## src/rtl/bfly_pkg.sv

```systemverilog
package bfly_pkg;
  function automatic int unsigned acc_width(input int unsigned xlen);
    return (xlen < 64) ? 2 * xlen : xlen;
  endfunction
endpackage

```

## src/rtl/bfly_mul.sv

```systemverilog
module bfly_mul #(
  parameter int XLEN = 16,
  parameter int AW   = 32,
  parameter int SHW  = 4
) (
  input  logic            clk,
  input  logic            rst,
  input  logic            vld_i,
  input  logic [XLEN-1:0] a,
  input  logic [XLEN-1:0] b,
  input  logic [XLEN-1:0] t_i,
  input  logic [XLEN-1:0] s_i,
  input  logic [SHW-1:0]  sh_i,
  output logic            vld_q,
  output logic [AW-1:0]   prod_q,
  output logic [XLEN-1:0] t_q,
  output logic [XLEN-1:0] s_q,
  output logic [SHW-1:0]  sh_q
);
  localparam int PW = 2 * XLEN;

  logic signed [PW-1:0] full_prod;

  always_comb begin
    full_prod = $signed(a) * $signed(b);
  end

  always_ff @(posedge clk) begin
    prod_q <= full_prod[AW-1:0];
    t_q    <= t_i;
    s_q    <= s_i;
    sh_q   <= sh_i;
    if (rst) vld_q <= 1'b0;
    else     vld_q <= vld_i;
  end
endmodule

```

## src/rtl/bfly_accum.sv

```systemverilog
module bfly_accum #(
  parameter int XLEN = 16,
  parameter int AW   = 32,
  parameter int SHW  = 4,
  parameter bit NEG  = 1'b0
) (
  input  logic            clk,
  input  logic [AW-1:0]   prod,
  input  logic [XLEN-1:0] base,
  input  logic [SHW-1:0]  sh,
  output logic [AW-1:0]   acc_q
);
  logic [AW-1:0] base_ext;
  logic [AW-1:0] term;
  logic [AW-1:0] rnd;

  generate
    if (AW > XLEN) begin : g_wide
      assign base_ext = {{(AW-XLEN){base[XLEN-1]}}, base};
    end else begin : g_narrow
      assign base_ext = base;
    end
    if (NEG) begin : g_sub
      assign term = ~prod + AW'(1);
    end else begin : g_add
      assign term = prod;
    end
  endgenerate

  always_comb begin
    rnd = '0;
    if (sh != '0) rnd[sh - SHW'(1)] = 1'b1;
  end

  always_ff @(posedge clk) begin
    acc_q <= base_ext + term + rnd;
  end
endmodule

```

## src/rtl/bfly_scale.sv

```systemverilog
module bfly_scale #(
  parameter int XLEN = 16,
  parameter int AW   = 32,
  parameter int SHW  = 4
) (
  input  logic            clk,
  input  logic            rst,
  input  logic            vld,
  input  logic [AW-1:0]   acc,
  input  logic [SHW-1:0]  sh,
  output logic [XLEN-1:0] res_q
);
  logic [AW-1:0]   shifted;
  logic [XLEN-1:0] res_d;

  always_comb begin
    shifted = acc >> sh;
    for (int i = 0; i < XLEN; i++) begin
      if (i < XLEN - int'(sh)) res_d[i] = shifted[i];
      else                     res_d[i] = acc[AW-1];
    end
  end

  always_ff @(posedge clk) begin
    if (rst)      res_q <= '0;
    else if (vld) res_q <= res_d;
  end
endmodule

```

## src/rtl/bfly_mac.sv

```systemverilog
module bfly_mac #(
  parameter int XLEN = 16,
  parameter int SHW  = $clog2(XLEN)
) (
  input  logic            clk,
  input  logic            rst,
  input  logic            in_vld,
  input  logic [XLEN-1:0] a,
  input  logic [XLEN-1:0] b,
  input  logic [XLEN-1:0] t_in,
  input  logic [XLEN-1:0] s_in,
  input  logic [SHW-1:0]  sh,
  output logic            out_vld,
  output logic [XLEN-1:0] t_out,
  output logic [XLEN-1:0] s_out
);
  import bfly_pkg::*;

  localparam int AW    = int'(acc_width(XLEN));
  localparam int LANES = 2;

  logic            m_vld;
  logic [AW-1:0]   m_prod;
  logic [XLEN-1:0] m_t;
  logic [XLEN-1:0] m_s;
  logic [SHW-1:0]  m_sh;
  logic            a_vld;
  logic [SHW-1:0]  a_sh;
  logic [XLEN-1:0] lane_base [LANES];
  logic [AW-1:0]   lane_acc  [LANES];
  logic [XLEN-1:0] lane_res  [LANES];

  bfly_mul #(.XLEN(XLEN), .AW(AW), .SHW(SHW)) u_mul (
    .clk(clk), .rst(rst), .vld_i(in_vld), .a(a), .b(b),
    .t_i(t_in), .s_i(s_in), .sh_i(sh),
    .vld_q(m_vld), .prod_q(m_prod), .t_q(m_t), .s_q(m_s), .sh_q(m_sh)
  );

  assign lane_base[0] = m_t;
  assign lane_base[1] = m_s;

  always_ff @(posedge clk) begin
    a_sh <= m_sh;
    if (rst) a_vld <= 1'b0;
    else     a_vld <= m_vld;
  end

  generate
    for (genvar g = 0; g < LANES; g++) begin : g_lane
      bfly_accum #(.XLEN(XLEN), .AW(AW), .SHW(SHW), .NEG(g == 1)) u_acc (
        .clk(clk), .prod(m_prod), .base(lane_base[g]), .sh(m_sh),
        .acc_q(lane_acc[g])
      );
      bfly_scale #(.XLEN(XLEN), .AW(AW), .SHW(SHW)) u_scl (
        .clk(clk), .rst(rst), .vld(a_vld), .acc(lane_acc[g]), .sh(a_sh),
        .res_q(lane_res[g])
      );
    end
  endgenerate

  always_ff @(posedge clk) begin
    if (rst) out_vld <= 1'b0;
    else     out_vld <= a_vld;
  end

  assign t_out = lane_res[0];
  assign s_out = lane_res[1];
endmodule

```

## config.mk

```make
export PLATFORM = sky130hd
export DESIGN_NAME = bfly_mac
export DESIGN_NICKNAME = d
export VERILOG_FILES = /design/src/rtl/bfly_pkg.sv /design/src/rtl/bfly_mul.sv /design/src/rtl/bfly_accum.sv /design/src/rtl/bfly_scale.sv /design/src/rtl/bfly_mac.sv
export SDC_FILE = /design/constraint.sdc
export NUM_CORES = 1
export LEC_CHECK = 0
export BUFFER_PORTS_ARGS = -buffer_cell sky130_fd_sc_hd__buf_2
export CAP_MARGIN = 20
export CELL_PAD_IN_SITES_DETAIL_PLACEMENT = 1
export CELL_PAD_IN_SITES_GLOBAL_PLACEMENT = 1
export CORE_MARGIN = 8
export CORE_UTILIZATION = 39
export CTS_CLUSTER_SIZE = 20
export DETAILED_ROUTE_END_ITERATION = 8
export MAX_ROUTING_LAYER = met4
export PLACE_DENSITY_LB_ADDON = 0.3
export SYNTH_ARGS = -nofsm -noshare
export SYNTH_HDL_FRONTEND = slang
export SYNTH_SLANG_ARGS = --single-unit
```

## constraint.sdc

```tcl
create_clock -name clk -period 7 [get_ports clk]
set_clock_uncertainty 0.15 [all_clocks]
set_input_delay 0 -clock clk [delete_from_list [all_inputs] [get_ports clk]]
set_output_delay 0 -clock clk [all_outputs]
set_load 0.02 [all_outputs]
```

# Word level (Yosys, flattened, before mapping)
# Index checks and enable logic that the tools add are counted.
# W data, S select, Z words.
# totals
ff_bits,171
in_bits,71
output_inout_bits,33
# classes
add_sub_neg,7
multipliers,1
order_cmp,18
n_shift,2
mux,35
n_bitwise,1
n_reduce_logical,2
# op_table
op,n
$lt A5 B32 Y1 const A,8
$add A32 B32 Y32,4
$lt A4 B32 Y1 const A,4
$lt A3 B32 Y1 const A,2
$shr A32 B4 Y16,2
$mux W1,33
$add A32 B1 Y32 const B,1
$lt A1 B32 Y1 const A,1
$lt A2 B32 Y1 const A,1
$mul A16 B16 Y32,1
$not A32 Y32,1
$mux W16,1
$lt A4 B6 Y1 const B,1
$sub A5 B4 Y6 const A,1
$demux W1 S4,1
$ge A4 B1 Y1 const B,1
$reduce_bool A4 Y1,1
$sub A4 B1 Y4 const B,1
$logic_and A1 B1 Y1,1

# Logic depth before layout (Yosys ltp)
# Gate-level depths: netlist of the first run.
# depth
ltp_word,7
depth_mapped,23
ltp_nobuf,22

# By module
# From an unflattened synthesis of the first run, not the netlist that was laid out.
# unflattened
cells_unflattened,2357
hier_area_um2,21753.4
# modules_own_cells
mod,instances,cells_per_inst,area_per_inst_um2,seq_area_each_um2
bfly_mul,1,1204,11463.5,1381.3
bfly_scale,2,217,2003.2,320.3
bfly_accum at g_lane[1].u_acc,1,371,3110.5,640.6
bfly_accum at g_lane[0].u_acc,1,340,3040.4,640.6
bfly_mac,1,8,132.6,120.1

# Worst setup path before layout of the first run
# Ideal clock, no wire load.
# synth_path
kind,input to register
startpoint,input a[15]
endpoint,register u_mul.prod_q[31]
setup_ps,62
arrival_ps,5918
setup_slack_ps,870
stages,20
n_path_buf,1
cell_sequence,clkbuf_1 -> nand2_1 -> fa_1 -> inv_1 -> fa_1 -> fa_1 -> fa_1 -> fa_1 -> inv_1 -> fa_1 -> inv_1 -> ha_1 -> a21o_1 -> a21o_1 -> a21oi_1 -> o21bai_1 -> a2111oi_0 -> a21oi_1 -> or4_1 -> nand3_1
# synth_between
elab_chain_len,1
# synth_lines
element,line,rtl
start: declaration,bfly_mac.sv:8,"input logic [XLEN-1:0] a,"
$mul A16 B16 Y32,bfly_mul.sv:25,full_prod = $signed(a) * $signed(b);
net u_mul.full_prod[31],bfly_mul.sv:22,logic signed [PW-1:0] full_prod;
end signal: assignment,bfly_mul.sv:29,prod_q <= full_prod[AW-1:0];
end: declaration,bfly_mul.sv:15,"output logic [AW-1:0] prod_q,"
# The timed path passes the listed nets, and every way through them passes these cells.
# A chain may end at the register's enable or synchronous reset.

# Worst setup path in the final report of the first run
# layout_path
startpoint,input b[5]
endpoint,register u_mul.prod_q[31]
# layout_between
elab_chain_len,1
# layout_lines
element,line,rtl
start: declaration,bfly_mac.sv:9,"input logic [XLEN-1:0] b,"
$mul A16 B16 Y32,bfly_mul.sv:25,
net u_mul.full_prod[31],bfly_mul.sv:22,
# The timed path passes the listed nets, and every way through them passes these cells.

==> results by group, run 1 <==
Run status
  – Status: finished, final reports clean

Finish
  – Antenna Cells: 0
  – Area growth, synth to finish: 10.8%
  – Fill cell count: roughly 6000
  – # nets final: ~2800
  – Final Util: a little over two fifths
  – FF+latch area: 3390 sq um
  – Area of the multi-input gates: roughly 15000 sq um
  – Layout cells sized above 1: under 10%
  – Final cell count without fillers: 2999

Route
  – Drt via density: approximately 5
  – Routed WL: ~56000 um
  – Residual DRC: 0
  – Average routed wire per standard cell: ~19 um
  – Initial DRC Count: 687
  – Routed Antenna Nets: 0
  – Router iterations before antenna repair: 5
  – Via Count: 15376

Worst setup path
  – Reg2reg setup slack: about 2.6 ns
  – Setup crit start: b[5]
  – R2r endpoint: g_lane[0].u_acc.acc_q[31]
  – Startpoint types: input pin
  – Crit end category: register
  – Setup CP Type: input pin to register
  – Worst setup path endpoint: u_mul.prod_q[31]
  – Max FO, Critical Path: 16
  – Crit path DAT: 6.02 ns
  – Worst r2r src: u_mul.sh_q[0]
  – Reg2reg path depth: 15
  – Critical Path RT: 7.24 ns

Logic synthesis
  – Synth Flop Type: dfxtp_1
  – Largest family of logic cells by synthesized area: adder cells
  – Synth Area in Compound Gates: roughly 11%
  – Syn Inst Count: around 2200
  – Most frequent cell after synthesis: inv_1
  – Synth Area in Simple Gates: ~13%
  – Share of flip-flops with an asynchronous set or reset: 0%
  – Top cells by area, synth: fa_1, dfxtp_1, ha_1, inv_1, and2_1
  – Mapped Avg Cell Area: 9.19 sq um
  – Cell accounting for the most synthesized area: fa_1
  – Mapped Area: 20300 sq um
  – Synthesized flop and latch total: roughly 170
  – Synth cell types: 67
  – Area share of fa/ha/maj cells after synthesis: 40.0%
  – Multiplexer share of the synthesized area: between 6 and 7%
  – EDFF count, synth: 0
  – Top cell type's share of synthesized area: between 20 and 30%
  – Post-synth top cells: inv_1, fa_1, nand2_1
  – Sequential area share after synthesis: around 17%
  – Synth warnings: 0
  – XOR/XNOR share of the synthesized area: under 10%

Floorplanning
  – Die height: ~240 um
  – Die width: about 240 um
  – Initial Util: about two fifths
  – Site Rows: 83
  – I/O pins: ~100
  – Core area: a little over 50000 sq um
  – Die ar.: a little under 60000 sq um

Timing
  – Number of hold violations in the final report: 0
  – Worst Tran Pin Value: approximately 1.1 ns
  – Tmin final: approximately 5.8 ns
  – RSZ-0062 raised after global routing: false
  – Hold WS: around 0.028 ns
  – Slew headroom: 28.5%
  – Highest clock rate: 0.173 GHz
  – Slew Viols, Final: 0
  – Endpoints failing setup: 0
  – Part of the cycle the worst path needs: ~82%
  – TNS Setup: 0 ns

Placement
  – # port buffers: between 100 and 150
  – Routability cong.: about 0.90
  – Final HPWL from detailed placement: 45900 um
  – DP Cell Count: ~2900

CTS
  – CTS tree: yes
  – H-tree depth: 4
  – Clk_lat worst skew: between 0.4 and 0.5 ns
  – CTS clk-pin slew, worst paths: ~0.07 ns
  – Max clock buf depth: 2
  – Root Driver: clkbuf_16
  – Postcts setup bufs: 0
  – Num CTS Buffers: 17
  – Clock sinks: 169

Global route
  – GRT Util Overall: 19.9%
  – Initial antenna violation count: 0
  – Vias in the first global route: roughly 18000
  – First-pass GRT wire length: a little over 90000 um
  – Total congestion overflow: 0
  – Largest net degree at the start of global routing: between 70 and 80

Job
  – Max-Cap Viols: 0

Worst hold path
  – Worst hold path class: input pin to register
through the flow:
stage	setup WS, ns	area (sq um)
6_report	1.23	22500
5_1_grt	0.806	22500
2_1_floorplan	0.870	20300
4_1_cts	1.21	22400
3_3_place_gp	0.862	21400
3_5_place_dp	0.724	21400
sequential cells by signal, summed over array words and instances, names as in the netlist:
register and count:
g_lane.u_acc.acc_q 62, g_lane.u_scl.res_q 32, u_mul.prod_q 32, u_mul.s_q 16, u_mul.t_q 16, a_sh 4, u_mul.sh_q 4, a_vld 1
out_vld 1, u_mul.vld_q 1
worst max-delay path, cell delays in order:
cell       delay, ns
buf_2           0.25
nand2_1         0.17
fa_1            0.59
inv_1           0.08
fa_1            0.58
buf_4           0.25
fa_1            0.56
fa_1            0.44
fa_1            0.54
inv_1           0.05
fa_1            0.53
inv_1           0.04
ha_1            0.36
a21o_1          0.18
a21oi_1         0.16
o21bai_1        0.09
a2111oi_0       0.41
a21oi_1         0.19
or4_1           0.43
nand3_1         0.09
placed cells by master (no fill, tap or decap), types with 5 or more instances in the layout:
cell type / n
buf_4: 10
a311oi_1: 5
nor2b_1: 8
fa_1: 295
o21a_1: 12
mux2_2: 20
xor2_1: 19
nand4_1: 10
or2_2: 7
nand2b_1: 25
a21o_1: 36
dlygate4sd3_1: 43
inv_1: 381
or3_1: 5
nor2_1: 137
a31oi_1: 6
mux2i_1: 51
nand2_1: 197
a211oi_1: 35
nor3_1: 18
o211ai_1: 17
o21ai_0: 78
xnor2_1: 73
dfxtp_1: 166
ha_1: 176
and2_1: 128
buf_2: 103
mux4_2: 24
clkbuf_16: 17
o21bai_1: 9
and3_1: 7
nand3_1: 16
a21oi_1: 100
how the worst min path moves through the flow:
stage	end	slack, ns	startpoint	depth (start not counted)
6_report	u_mul.t_q[13]	0.03	t_in[13]	2
2_1_floorplan	u_mul.s_q[0]	-0.12	s_in[0]	0
4_1_cts	u_mul.t_q[13]	0.001	t_in[13]	2
5_1_grt	u_mul.t_q[13]	0.01	t_in[13]	2
3_3_place_gp	u_mul.sh_q[1]	-0.05	sh[1]	1
3_5_place_dp	u_mul.s_q[4]	-0.05	s_in[4]	1
cells by family (layout without fill, tap and decap cells):
logic type      Yosys count  after routing
simple gates            572            572
fa+ha+maj               471            471
buf+inv                 460            571
compound gates          347            347
flops                   169            169
mux                      95             95
xor+xnor                 92             92
other cells               1              2
cell type report:
type                    instances  share of cell area [%]
multi-input cells            1579                    67.5
clock buffers                  18                    1.96
flip-flops and latches        169                    15.1
inverters                     382                    6.38
clock inverters                14                   0.719
well taps                     680                    3.79
repair buffers                157                    4.61
layer usage:
layer / up-vias / part of all wire, % / track usage, %
met5: - / 0 / -
met3: 76 / 1.8 / 2.02
met4: 0 / 2.4 / 5.91
met1: 7817 / 43 / 22.5
met2: 178 / 53 / 36.8
li1: 7305 / - / -
repair_timing:
action,4_1_cts,5_1_grt
setup endpoints to repair,0,0
gates resized for setup,0,0
hold buffers,43,0
endpoints found under the hold margin,64,0
Power of run 1 is left out: the tool's default activity adds up to more than one toggle a clock period on the data nets, which glitch-free logic cannot reach.
==> run 2, diff against run 1 <==
==> constraint.sdc (replaced) <==
create_clock -name clk -period 5.7 [get_ports clk]
set_clock_uncertainty 0.15 [all_clocks]
set_input_delay 0 -clock clk [delete_from_list [all_inputs] [get_ports clk]]
set_output_delay 0 -clock clk [all_outputs]
set_load 0.02 [all_outputs]
==> results by group, run 2 (same netlist as run 1, synthesis figures left out) <==
Route
  – Average routed wire per standard cell: between 15 and 20 um
  – Drt via density: 5.05
  – Metal-1 WL: ~24000 um
  – DR WL met2: 29500 um
  – Met3 WL: ~1100 um
  – Router iterations before antenna repair: 5
  – Initial DRC Count: about 600
  – Routed WL: ~55000 um
  – Residual DRC: 0
  – Routed Antenna Nets: 0
  – Via Count: between 15000 and 20000
  – DR top layer: met4

Placement
  – Routability cong.: about 0.87
  – Pre-CTS WS: -0.418 ns
  – # port buffers: approximately 100
  – DP Cell Count: between 3000 and 4000
  – Final HPWL from detailed placement: about 47000 um

Finish
  – Antenna Cells: 0
  – Biggest regs: g_lane.u_acc.acc_q x62, g_lane.u_scl.res_q x32, u_mul.prod_q x32
  – Largest register FFs: slightly above 60
  – Final Util: between 40% and 50%
  – Fill cell count: between 5000 and 6000
  – Final cell count without fillers: a little over 3000
  – Layout cells sized above 1: approximately 14%
  – Commonest non-fill, non-tap cells in the layout: inv_1, fa_1, nand2_1
  – Register with the most flip-flops: g_lane.u_acc.acc_q
  – Area growth, synth to finish: 15.5%
  – Commonest non-fill, non-tap cell in the layout: inv_1
  – # nets final: roughly 3000

Job
  – Max-Cap Viols: 0

CTS
  – CTS tree: yes
  – Postcts setup bufs: 0
  – Clock sinks: 169
  – H-tree depth: 4
  – Max clock buf depth: 2
  – CTS clk-pin slew, worst paths: ~0.060 ns
  – Root Driver: clkbuf_16
  – Num CTS Buffers: 17
  – Clk_lat worst skew: roughly 0.44 ns

Timing
  – RSZ-0062 raised after global routing: true
  – Highest clock rate: 0.182 GHz
  – Worst Tran Pin Value: ~0.93 ns
  – Slew Viols, Final: 0
  – Tmin final: approximately 5.5 ns
  – Setup WS post-layout: between 0.15 and 0.2 ns
  – Number of hold violations in the final report: 0
  – Endpoints failing setup: 0
  – Part of the cycle the worst path needs: 96.6%
  – TNS Setup: 0 ns
  – Slew headroom: 37.7%

Floorplanning
  – I/O pins: approximately 100
  – Initial Util: 39.5%
  – Die ar.: about 60000 sq um
  – Core area: 51400 sq um
  – Die width: between 200 and 250 um
  – Die height: about 240 um
  – Site Rows: 83

Worst setup path
  – Reg2reg path depth: 12
  – Crit path DAT: about 5.7 ns
  – Crit end category: register
  – Setup CP Type: input pin to register
  – Startpoint types: input pin
  – Critical Path RT: roughly 6 ns
  – Max FO, Critical Path: 9

Run status
  – Status: finished, final reports clean

Global route
  – Vias in the first global route: around 18000
  – Initial antenna violation count: 0
  – First-pass GRT wire length: around 90000 um
  – Total congestion overflow: 0
  – Largest net degree at the start of global routing: 72
  – GRT Util Overall: 19.4%

Worst hold path
  – Hold Path Cell Cnt: 2
  – Worst hold path class: input pin to register
[run 2: cell types whose count changed in the layout (fill, tap and decap cells not counted), sizes merged]
cell         previous run  this run
inv                   387       382
dlygate4sd3            43        41
clkinv                  6         5
buf                   114       234
clkinvlp                1         2
clkbuf                 18        24
[run 2: routing by layer]
metal,track usage [%],vias up
met5,-,-
met4,4.91,0
met3,1.68,52
met2,36.2,183
met1,22.2,7971
li1,-,7550
[run 2: path summary, 6_finish.rpt]
kind                               endpoint  slack (ns)          start
setup / recovery           u_mul.prod_q[25]        0.19           a[6]
hold / removal                u_mul.t_q[10]        0.04       t_in[10]
setup reg to reg  g_lane[1].u_acc.acc_q[17]        1.22  u_mul.sh_q[0]
hold reg to reg                       a_vld        0.30    u_mul.vld_q
[run 2: layout make-up]
cell class                 count  area (sq um)  share of cell area (%)
inverter                     382          1430                    6.12
clock buffer                  23           478                    2.04
clock inverter                 9           115                   0.491
tap                          680           851                    3.63
timing repair buffer         276          1960                    8.37
sequential                   169          3390                    14.5
multi-input combinational   1579         15200                    64.9
[run 2: worst max-delay path, cell delays in order]
cell      delay (ns)
buf_2           0.16
and2_1          0.19
fa_1            0.55
inv_1           0.06
fa_1            0.49
fa_1            0.51
inv_1           0.06
fa_1            0.51
fa_1            0.56
inv_1           0.06
fa_1            0.54
inv_1           0.05
ha_1            0.32
and3_4          0.21
o211ai_1        0.10
o31a_1          0.28
a21oi_2         0.12
or4_4           0.43
a31o_1          0.24
a21oi_2         0.15
xnor2_1         0.13
[run 2: per-stage QoR]
step                cell area [sq um]  hold WS [ns]
global placement                22400       -0.0480
detailed placement              22400       -0.0459
global route                    23400        0.0253
finish                          23400        0.0374
CTS                             23400        0.0156
floorplan                       20300        -0.122
[run 2: repair_timing]
| item | in CTS | in global routing |
|---|---|---|
| hold buffers | 41 | 0 |
| endpoints found under the setup margin | 0 | 6 |
| resized for setup | 0 | 14 |
| endpoints found under the hold margin | 54 | 0 |
Power of run 2 is left out for the same reason.
==> run 3, diff against run 2 <==
--- a/config.mk
+++ b/config.mk
@@ -5,6 +5,7 @@
 export SDC_FILE = /design/constraint.sdc
 export NUM_CORES = 1
 export LEC_CHECK = 0
+export ABC_AREA = 1
 export BUFFER_PORTS_ARGS = -buffer_cell sky130_fd_sc_hd__buf_2
 export CAP_MARGIN = 20
 export CELL_PAD_IN_SITES_DETAIL_PLACEMENT = 1
==> results by group, run 3 <==
Route
  – Routed Antenna Nets: 0
  – Drt via density: 5.08
  – Initial DRC Count: roughly 1600
  – Residual DRC: 0
  – Routed WL: about 78000 um
  – Via Count: between 20000 and 25000
  – Average routed wire per standard cell: 19.3 um
  – Router iterations before antenna repair: 5

Logic synthesis
  – Mapped Avg Cell Area: just over 7 sq um
  – Share of flip-flops with an asynchronous set or reset: 0%
  – Syn Inst Count: around 3100
  – EDFF count, synth: 0
  – Top cells by area, synth: fa_1, dfxtp_1, nand2_1, inv_1, ha_1
  – Top cell type's share of synthesized area: about a quarter
  – Synth warnings: 0
  – Synth Flop Type: dfxtp_1
  – Cell accounting for the most synthesized area: fa_1
  – Mapped Area: around 22000 sq um
  – Sequential area share after synthesis: 15.2%
  – Most frequent cell after synthesis: nand2_1
  – Synth cell types: 40
  – Synthesized flop and latch total: about 170
  – Post-synth top cells: nand2_1, inv_1, fa_1

Floorplanning
  – Die height: about 260 um
  – Die ar.: between 60000 and 70000 sq um
  – Site Rows: 87
  – Initial Util: between 30% and 40%
  – Die width: between 200 and 300 um
  – I/O pins: 104
  – Core area: roughly 56000 sq um

Worst setup path
  – Biggest cell delay along the critical path: a little over 0.6 ns
  – Max FO, Critical Path: 16
  – Startpoint types: input pin
  – CP cell instances: buf_2 -> nand2_1 -> fa_1 -> inv_1 -> fa_2 -> buf_12 -> fa_1 -> fa_1 -> fa_1 -> inv_1 -> fa_1 -> inv_1 -> ha_1 -> nand2_1 -> nor2_1 -> inv_1 -> nor3_1 -> o21ai_0 -> nand4_1 -> nand2_1
  – CP top delay family: adder cells
  – Worst setup path endpoint: u_mul.prod_q[26]
  – Critical Path RT: approximately 6 ns
  – Buffers & Inverters on Critical Path: 6
  – Crit end category: register
  – Crit path DAT: 5.53 ns
  – Reg2reg path depth: 15
  – Worst path depth: 20
  – Most used cell, CP: fa_1
  – Reg2reg setup slack: between 1.5 and 2 ns
  – R2r endpoint: g_lane[0].u_acc.acc_q[19]
  – Setup CP Type: input pin to register
  – Setup crit start: b[6]
  – Slowest CP cell: fa_1
  – Worst r2r src: u_mul.sh_q[3]

Global route
  – Met2 Use GR: approximately 40%
  – Largest net degree at the start of global routing: 63
  – Top Usage Layer GRT: met2
  – GRT Util Overall: between 20% and 30%
  – Total congestion overflow: 0
  – First-pass GRT wire length: between 100000 and 150000 um
  – GR Layer Usage met3: 4.79%
  – Vias in the first global route: approximately 22000
  – Met1 Use GR: between 30% and 40%
  – Initial antenna violation count: 4

CTS
  – Root Driver: clkbuf_16
  – Clock sinks: about 170
  – Max clock buf depth: 2
  – CTS tree: yes
  – Num CTS Buffers: 17
  – Clk_lat worst skew: approximately 0.46 ns
  – CTS clk-pin slew, worst paths: 0.07 ns
  – H-tree depth: 4

Timing
  – Part of the cycle the worst path needs: between 90% and 100%
  – Slew Viols, Final: 0
  – Number of hold violations in the final report: 0
  – Slew headroom: between 30% and 40%
  – RSZ-0062 raised after global routing: false
  – Worst Tran Pin Value: 1.03 ns
  – Highest clock rate: between 0.15 and 0.2 GHz
  – Tmin final: 5.33 ns
  – Endpoints failing setup: 0

Placement
  – Routability cong.: 0.962
  – Placed Instance Area: between 20000 and 25000 sq um
  – DP Cell Count: 3961
  – Final HPWL from detailed placement: 67300 um
  – # port buffers: around 100

Finish
  – Commonest non-fill, non-tap cells in the layout: nand2_1, inv_1, fa_1
  – Layout cells sized above 1: under 10%
  – # nets final: between 3000 and 4000
  – Area growth, synth to finish: 11.8%
  – Biggest regs: g_lane.u_acc.acc_q x62, g_lane.u_scl.res_q x32, u_mul.prod_q x32
  – Commonest non-fill, non-tap cell in the layout: nand2_1
  – Largest register FFs: 62
  – Final cell count without fillers: just over 4000
  – Finished Cell Area: about 25000 sq um
  – Register with the most flip-flops: g_lane.u_acc.acc_q

Run status
  – Status: finished, final reports clean

Job
  – Max-Cap Viols: 0

Worst hold path
  – Worst hold path class: input pin to register
run 3: layout make-up:
class	instances	area, sq um
Timing Repair Buffer	227	1570
Tap cell	756	946
Multi-Input combinational cell	2157	15800
Clock buffer	19	443
Fill cell	7232	31600
Inverter	694	2610
Clock inverter	13	114
Sequential cell	169	3380
Antenna cell	3	7.51
run 3: logic make-up (layout without fill, tap and decap cells):
kind of cell    Yosys count  count (layout)  synth area share [%]
buf+inv                 805             953                  13.8
fa+ha+maj               471             471                  36.4
flops                   169             169                  15.2
other cells               1               5                0.0168
compound gates          298             298                  7.25
simple gates           1327            1327                  25.0
xor+xnor                 59              59                  2.32
run 3: timing repair:
item | in CTS | in global routing
hold buffers | 40 | 0
resized for setup | 0 | 2
endpoints found under the hold margin | 63 | 0
setup buffers | 0 | 2
endpoints found under the setup margin | 0 | 1
run 3: worst min-delay path by stage:
stage / startpoint / depth (start not counted) / endpoint / slack (ns)
finish: s_in[13] / 2 / u_mul.s_q[13] / 0.02
global route: s_in[8] / 2 / u_mul.s_q[8] / 0.02
CTS: t_in[14] / 2 / u_mul.t_q[14] / 0.0005
detailed placement: s_in[13] / 1 / u_mul.s_q[13] / -0.05
global placement: s_in[15] / 1 / u_mul.s_q[15] / -0.05
floorplan: s_in[0] / 0 / u_mul.s_q[0] / -0.12
run 3: routing by layer:
| layer | share of wire (%) | vias up |
|---|---|---|
| li1 | - | 9804 |
| met1 | 48 | 10148 |
| met2 | 44 | 467 |
| met3 | 5.9 | 86 |
| met4 | 1.8 | 0 |
| met5 | 0 | - |
run 3: through the flow:
stage / utilization (%) / TNS (ns) / hold WS [ns] / worst slack, ns
2_1_floorplan: - / 0 / -0.122 / 0.154
3_3_place_gp: 42.3 / 0 / -0.0481 / 0.00301
3_5_place_dp: 42.3 / -0.439 / -0.0459 / -0.145
4_1_cts: 44.0 / 0 / 0.000471 / 0.341
5_1_grt: 44.1 / 0 / 0.0181 / 0.0779
6_report: 44.1 / 0 / 0.0232 / 0.370
run 3: worst register-to-register path, cell delays in order, from the launching register on:
cell	delay [ns]
dfxtp_1	0.31
buf_4	0.19
inv_1	0.21
nand4_1	0.43
fa_1	0.53
inv_1	0.06
ha_1	0.17
inv_1	0.06
fa_1	0.39
nand3b_1	0.17
nand2_1	0.18
a21oi_1	0.15
o21ai_0	0.60
nand2_1	0.16
nand3_1	0.11
nand2_1	0.08
Power of run 3 is left out for the same reason.
